## src/rtl/wfa_pkg.sv

```systemverilog
`timescale 1ns/1ps
package wfa_pkg;
  localparam int FMT_W = 4;

  typedef struct packed {
    logic wide4;
    logic alpha;
  } fmt_info_t;

  // code 0: 16-bit 565; 1..4: opaque 32-bit; 5..15: 32-bit with alpha
  function automatic fmt_info_t decode_fmt(input logic [FMT_W-1:0] code);
    fmt_info_t f;
    f.wide4 = (code != '0);
    f.alpha = (code >= FMT_W'(5));
    return f;
  endfunction
endpackage

```

## src/rtl/wfa_fmt_decode.sv

```systemverilog
`timescale 1ns/1ps
module wfa_fmt_decode
  import wfa_pkg::*;
(
  input  logic [FMT_W-1:0] fmt_i,
  output logic             bpp4_o,
  output logic             alpha_o
);
  fmt_info_t info;
  always_comb begin
    info    = decode_fmt(fmt_i);
    bpp4_o  = info.wide4;
    alpha_o = info.alpha;
  end
endmodule

```

## src/rtl/wfa_hit_detect.sv

```systemverilog
`timescale 1ns/1ps
module wfa_hit_detect #(
  parameter int COORD_W = 12
) (
  input  logic               clk_i,
  input  logic               rst_ni,
  input  logic               en_i,
  input  logic [COORD_W-1:0] scr_x_i,
  input  logic [COORD_W-1:0] scr_y_i,
  input  logic [COORD_W-1:0] tl_x_i,
  input  logic [COORD_W-1:0] tl_y_i,
  input  logic [COORD_W-1:0] br_x_i,
  input  logic [COORD_W-1:0] br_y_i,
  output logic               hit_o
);
  logic in_x, in_y;
  assign in_x = (scr_x_i >= tl_x_i) && (scr_x_i <= br_x_i);
  assign in_y = (scr_y_i >= tl_y_i) && (scr_y_i <= br_y_i);

  always_ff @(posedge clk_i or negedge rst_ni) begin
    if (!rst_ni) hit_o <= 1'b0;
    else         hit_o <= en_i && in_x && in_y;
  end

  p_hit_disabled_r7: assert property (@(posedge clk_i) disable iff (!rst_ni)
    !en_i |=> !hit_o);
  p_hit_outside_r7: assert property (@(posedge clk_i) disable iff (!rst_ni)
    (scr_x_i > br_x_i) |=> !hit_o);
endmodule

```

## src/rtl/wfa_burst_seq.sv

```systemverilog
`timescale 1ns/1ps
module wfa_burst_seq #(
  parameter int ADDR_W       = 32,
  parameter int CNT_W        = 13,
  parameter int BURST_WIDE   = 16,
  parameter int BURST_NARROW = 8,
  parameter int LEN_W        = $clog2(BURST_WIDE + 1)
) (
  input  logic              clk_i,
  input  logic              rst_ni,
  input  logic              start_i,
  input  logic [ADDR_W-1:0] addr_i,
  input  logic [CNT_W-1:0]  words_i,
  input  logic              narrow_i,
  output logic              vld_o,
  output logic [ADDR_W-1:0] addr_o,
  output logic [LEN_W-1:0]  len_o
);
  logic              busy_q, narrow_q;
  logic [ADDR_W-1:0] addr_q;
  logic [CNT_W-1:0]  left_q;
  logic [CNT_W-1:0]  max_c, len_c;

  assign max_c = narrow_q ? CNT_W'(BURST_NARROW) : CNT_W'(BURST_WIDE);
  assign len_c = (left_q < max_c) ? left_q : max_c;

  always_ff @(posedge clk_i or negedge rst_ni) begin
    if (!rst_ni) begin
      busy_q   <= 1'b0;
      narrow_q <= 1'b0;
      addr_q   <= '0;
      left_q   <= '0;
    end else if (start_i) begin
      busy_q   <= (words_i != '0);
      narrow_q <= narrow_i;
      addr_q   <= addr_i;
      left_q   <= words_i;
    end else if (busy_q) begin
      addr_q <= addr_q + ADDR_W'({len_c, 2'b00});
      left_q <= left_q - len_c;
      busy_q <= (left_q != len_c);
    end
  end

  assign vld_o  = busy_q;
  assign addr_o = addr_q;
  assign len_o  = LEN_W'(len_c);

  p_len_range_r6: assert property (@(posedge clk_i) disable iff (!rst_ni)
    vld_o |-> (len_o != '0) && (len_o <= LEN_W'(BURST_WIDE)));
  p_narrow_cap_r4: assert property (@(posedge clk_i) disable iff (!rst_ni)
    (start_i && narrow_i) |=> (!vld_o || len_o <= LEN_W'(BURST_NARROW)));
  p_addr_step_r5: assert property (@(posedge clk_i) disable iff (!rst_ni)
    (vld_o && !start_i) |=> (!vld_o || addr_o == $past(addr_o) + ADDR_W'({$past(len_o), 2'b00})));
  p_restart_r9: assert property (@(posedge clk_i) disable iff (!rst_ni)
    (start_i && words_i != '0) |=> (vld_o && addr_o == $past(addr_i)));
endmodule

```

## src/rtl/win_fetch_gen.sv

```systemverilog
`timescale 1ns/1ps
module win_fetch_gen
  import wfa_pkg::*;
#(
  parameter int ADDR_W       = 32,
  parameter int COORD_W      = 12,
  parameter int BURST_WIDE   = 16,
  parameter int BURST_NARROW = 8,
  parameter int STRIDE_MIN   = 128,
  parameter int LEN_W        = $clog2(BURST_WIDE + 1)
) (
  input  logic               clk_i,
  input  logic               rst_ni,
  input  logic               win_en_i,
  input  logic [FMT_W-1:0]   fmt_i,
  input  logic [ADDR_W-1:0]  base_addr_i,
  input  logic [COORD_W-1:0] stride_i,
  input  logic [COORD_W-1:0] off_x_i,
  input  logic [COORD_W-1:0] off_y_i,
  input  logic [COORD_W-1:0] tl_x_i,
  input  logic [COORD_W-1:0] tl_y_i,
  input  logic [COORD_W-1:0] br_x_i,
  input  logic [COORD_W-1:0] br_y_i,
  input  logic               line_start_i,
  input  logic [COORD_W-1:0] line_idx_i,
  input  logic [COORD_W-1:0] scr_x_i,
  input  logic [COORD_W-1:0] scr_y_i,
  output logic               req_vld_o,
  output logic [ADDR_W-1:0]  req_addr_o,
  output logic [LEN_W-1:0]   req_len_o,
  output logic               blend_o,
  output logic               hit_o
);
  localparam int CNT_W  = COORD_W + 1;
  localparam int PROD_W = 2 * COORD_W + 1;
  localparam int OFF_W  = PROD_W + 2;

  logic              bpp4;
  logic [CNT_W-1:0]  row, win_w, words;
  logic [PROD_W-1:0] pix;
  logic [OFF_W-1:0]  byte_off;
  logic [ADDR_W-1:0] line_addr;
  logic              narrow;

  wfa_fmt_decode u_fmt (
    .fmt_i   (fmt_i),
    .bpp4_o  (bpp4),
    .alpha_o (blend_o)
  );

  always_comb begin
    row       = {1'b0, off_y_i} + {1'b0, line_idx_i};
    pix       = PROD_W'(row) * PROD_W'(stride_i) + PROD_W'(off_x_i);
    byte_off  = bpp4 ? {pix, 2'b00} : {1'b0, pix, 1'b0};
    line_addr = base_addr_i + ADDR_W'(byte_off);
    win_w     = {1'b0, br_x_i} - {1'b0, tl_x_i} + CNT_W'(1);
    words     = bpp4 ? win_w : ((win_w + CNT_W'(1)) >> 1);
    narrow    = (stride_i < COORD_W'(STRIDE_MIN));
  end

  wfa_burst_seq #(
    .ADDR_W       (ADDR_W),
    .CNT_W        (CNT_W),
    .BURST_WIDE   (BURST_WIDE),
    .BURST_NARROW (BURST_NARROW),
    .LEN_W        (LEN_W)
  ) u_seq (
    .clk_i    (clk_i),
    .rst_ni   (rst_ni),
    .start_i  (line_start_i),
    .addr_i   (line_addr),
    .words_i  (words),
    .narrow_i (narrow),
    .vld_o    (req_vld_o),
    .addr_o   (req_addr_o),
    .len_o    (req_len_o)
  );

  wfa_hit_detect #(.COORD_W(COORD_W)) u_hit (
    .clk_i   (clk_i),
    .rst_ni  (rst_ni),
    .en_i    (win_en_i),
    .scr_x_i (scr_x_i),
    .scr_y_i (scr_y_i),
    .tl_x_i  (tl_x_i),
    .tl_y_i  (tl_y_i),
    .br_x_i  (br_x_i),
    .br_y_i  (br_y_i),
    .hit_o   (hit_o)
  );

  p_reset_quiet_r10: assert property (@(posedge clk_i)
    !rst_ni |-> (!req_vld_o && !hit_o));
endmodule

```

## config.mk

```make
export PLATFORM = sky130hd
export DESIGN_NAME = win_fetch_gen
export DESIGN_NICKNAME = d
export VERILOG_FILES = /design/src/rtl/wfa_pkg.sv /design/src/rtl/wfa_fmt_decode.sv /design/src/rtl/wfa_hit_detect.sv /design/src/rtl/wfa_burst_seq.sv /design/src/rtl/win_fetch_gen.sv
export SDC_FILE = /design/constraint.sdc
export NUM_CORES = 1
export LEC_CHECK = 0
export BUFFER_PORTS_ARGS = -buffer_cell sky130_fd_sc_hd__buf_2
export CAP_MARGIN = 20
export CORE_UTILIZATION = 50
export CTS_CLUSTER_DIAMETER = 150
export CTS_CLUSTER_SIZE = 24
export DETAILED_ROUTE_END_ITERATION = 10
export PLACE_DENSITY = 0.71
export SLEW_MARGIN = 10
export SYNTH_ARGS = -nofsm -noshare
export SYNTH_HDL_FRONTEND = slang
export SYNTH_HIERARCHICAL = 1
export SYNTH_SLANG_ARGS = --single-unit
```

## constraint.sdc

```tcl
create_clock -name clk_i -period 3.7 [get_ports clk_i]
set_input_delay 0.555 -clock clk_i [delete_from_list [all_inputs] [get_ports clk_i]]
set_output_delay 0.555 -clock clk_i [all_outputs]
set_load 0.01 [all_outputs]
```

==> metrics <==
RSZ-0062 raised after global routing true; CTS tree built; initial antenna violation count 1; Synth Area in Compound Gates between 10% and 20%; Hold Path Class primary input to async pin; DP Area roughly 18000 sq um; Post-synth EDFFs 0; final hold vios 0; fin crit share 221%; grt total ovfl 0; CTS sink cnt 48; Nets 2658; Yosys Warn Count 6; Area Growth Syn to Fin 36.4%; Fill cells around 2100; Ports 200; Worst-path clk slew about 70 ps; routability cong. 0.944; Vias/cell 5.49; largest family of logic cells by synthesized area adder cells; core area 27200 sq um; total track usage 28.0%; Simple-Gate Fraction of Synth Area around a fifth; ranking of synthesized cells by area fa_1 (18%), ha_1 (18%), dfrtp_1 (8.6%), inv_1 (6.8%), nand2_1 (4.9%); starting density of the core between 50% and 60%; sequential fraction of the synthesis area 8.58%; total number of vias around 14000; Worst EP required around 4000 ps; CTS Hold Buffers Added 0; async set-reset flop share out of synthesis between 90% and 100%; Seq cells post-synth 48; Syn Inst Count 1719; clock root buffer clkbuf_16; die area around 29000 sq um; setup violators final 29; Yosys top cell area share about 18%; Syn Std Cell Area between 10000 and 15000 sq um; commonest cells in the netlist inv_1 (254), ha_1 (200), nand2_1 (181); most frequent cell after synthesis inv_1; Longest Clk Path Bufs 2; post-synth top area cell fa_1; post-synthesis mux area share between 2 and 3%; Avg Cell Area, Syn between 8 and 9 sq um; clk_lat worst skew 290 ps; Wirelength per Cell between 15 and 20 microns; DR iter-0 viols ~720; most used cell, CP fa_1; Critical Path AT about 8400 ps; Max Clock Freq between 100 and 150 MHz; slowest cell on the critical path fa_1; fin. max-slew vios 0; pre-CTS WS -4940 ps; Final WS setup -4480 ps; total CTS buffers 5; H-tree levels 2; Post-synth top flop dfrtp_1; critical path fanouts, max 5; DP HPWL 32.9 mm; crit-path max cell delay about 570 ps; row count 60; cell area after layout between 15000 and 20000 sq um; clk_skew roughly 5 ps; Setup TNS -107120 ps; antenna viol nets, final 0; Worst setup EP type flip-flop; number of remaining DRC errors 0; final wirelength 41.0 mm; largest net degree at the start of global routing 62; kind of critical path primary input to flip-flop; Final Non-Filler Cells ~2500; adder-cell share of the synthesized area between 30 and 40%; first-pass GRT wire length roughly 66 mm; Max Cap Viol 0; Die X 169 microns; Port-buffer cells 199; drt pass-1 iters 8; CP startpoint kind primary input; failing checks setup timing; share of cells above drive strength 1 35.1%; die height 169 microns; Post-Place Cells around 2500; fin crit period 8180 ps; Synth cell types between 90 and 100; Worst Max-Slew Pin Slew 547 ps; number of global-route vias before repair 14000; Post-Synth XOR/XNOR Area roughly 5.6%; status finished with violations; Slew Limit Headroom 63.4%
[metrics by stage]
stage	util, %	hold WS [ps]
floorplan	-	259
global placement	65.1	485
detailed placement	65.1	498
CTS	68.3	498
global route	70.2	148
finish	70.3	134
[cells in the final DEF, fill, tap and decap left out, types with 14 or more instances in the layout]
cell type  instances
buf_4            269
inv_1            232
buf_2            195
nand2_1          166
ha_1             163
fa_1             122
and2_1            72
nor2_1            58
a21oi_1           49
dfrtp_1           48
a21o_1            46
o21ai_0           45
xnor2_1           44
buf_6             38
o21ai_1           36
ha_4              35
nand3_1           28
nand2b_1          27
xor2_1            25
nor3_1            24
inv_2             23
nand4_1           20
a21oi_2           19
mux2i_1           17
nor2b_1           15
o21a_1            14
o211ai_1          14
[area by class of cell]
cell class	instances	area (sq um)	share of cell area (%)
Antenna cell	1	2.50	0.0131
Clock buffer	7	143	0.747
Clock inverter	1	7.51	0.0393
Inverter	255	957	5.01
Multi-Input combinational cell	1358	12800	67.3
Sequential cell	48	1200	6.29
Tap cell	372	465	2.44
Timing Repair Buffer	505	3470	18.2
[repair_timing]
item / CTS / global route
pin swaps: 110 / 88
gates cloned: 2 / 1
gates resized for setup: 111 / 91
setup endpoints to repair: 30 / 31
setup buffers: 30 / 20
[kinds of logic (layout without fill, tap and decap cells)]
family	after synthesis	in the layout
xor gates and xnor gates	87	87
buffers and inverters	320	768
adders and majority gates	325	325
muxes	37	37
other	2	10
and+or+nand+nor	530	530
DFF	48	48
AOI/OAI and AO/OA	370	370
[critical path: cells and delay by family]
family / cells / cell delay [ps]
simple gates: 6 / 570
compound gates: 14 / 2680
xor+xnor: 2 / 310
fa+ha+maj: 9 / 3470
buf+inv: 8 / 790
[metal layers]
layer  global-route usage, %  share of wire (%)  vias up
li1                        -                  -     6763
met1                    37.2                 45     6757
met2                    49.5                 49      389
met3                    2.26                4.1       77
met4                    5.91                2.4        0
met5                       0                  0        -
[worst paths after layout]
| check | start | to | slack [ps] | depth (start not counted) |
|---|---|---|---|---|
| setup / recovery | line_idx_i[0] | u_seq/addr_o[30]$_DFFE_PN0N_ | -4480 | 39 |
| max in group asynchronous | rst_ni | u_hit/hit_o$_DFF_PN0_ | 3070 | 2 |
| hold / removal | rst_ni | u_seq/addr_o[5]$_DFFE_PN0N_ | 130 | 1 |
| setup reg to reg | u_seq/left_q[5]$_DFFE_PN0N_ | u_seq/addr_o[20]$_DFFE_PN0N_ | 230 | 12 |
| min in group clk_i | base_addr_i[0] | u_seq/addr_o[0]$_DFFE_PN0P_ | 500 | 2 |
| hold reg to reg | u_seq/addr_o[1]$_DFFE_PN0P_ | u_seq/addr_o[1]$_DFFE_PN0P_ | 510 | 1 |
[state kept, by name (all words and copies together) (netlist names)]
register	cells
u_hit/hit_o	1
u_seq/vld_o	1
u_seq/narrow_q	1
u_seq/addr_o	32
u_seq/left_q	13
Power is not shown: default switching activity piles up to over one toggle a cycle in this logic, so the estimate is an artifact.
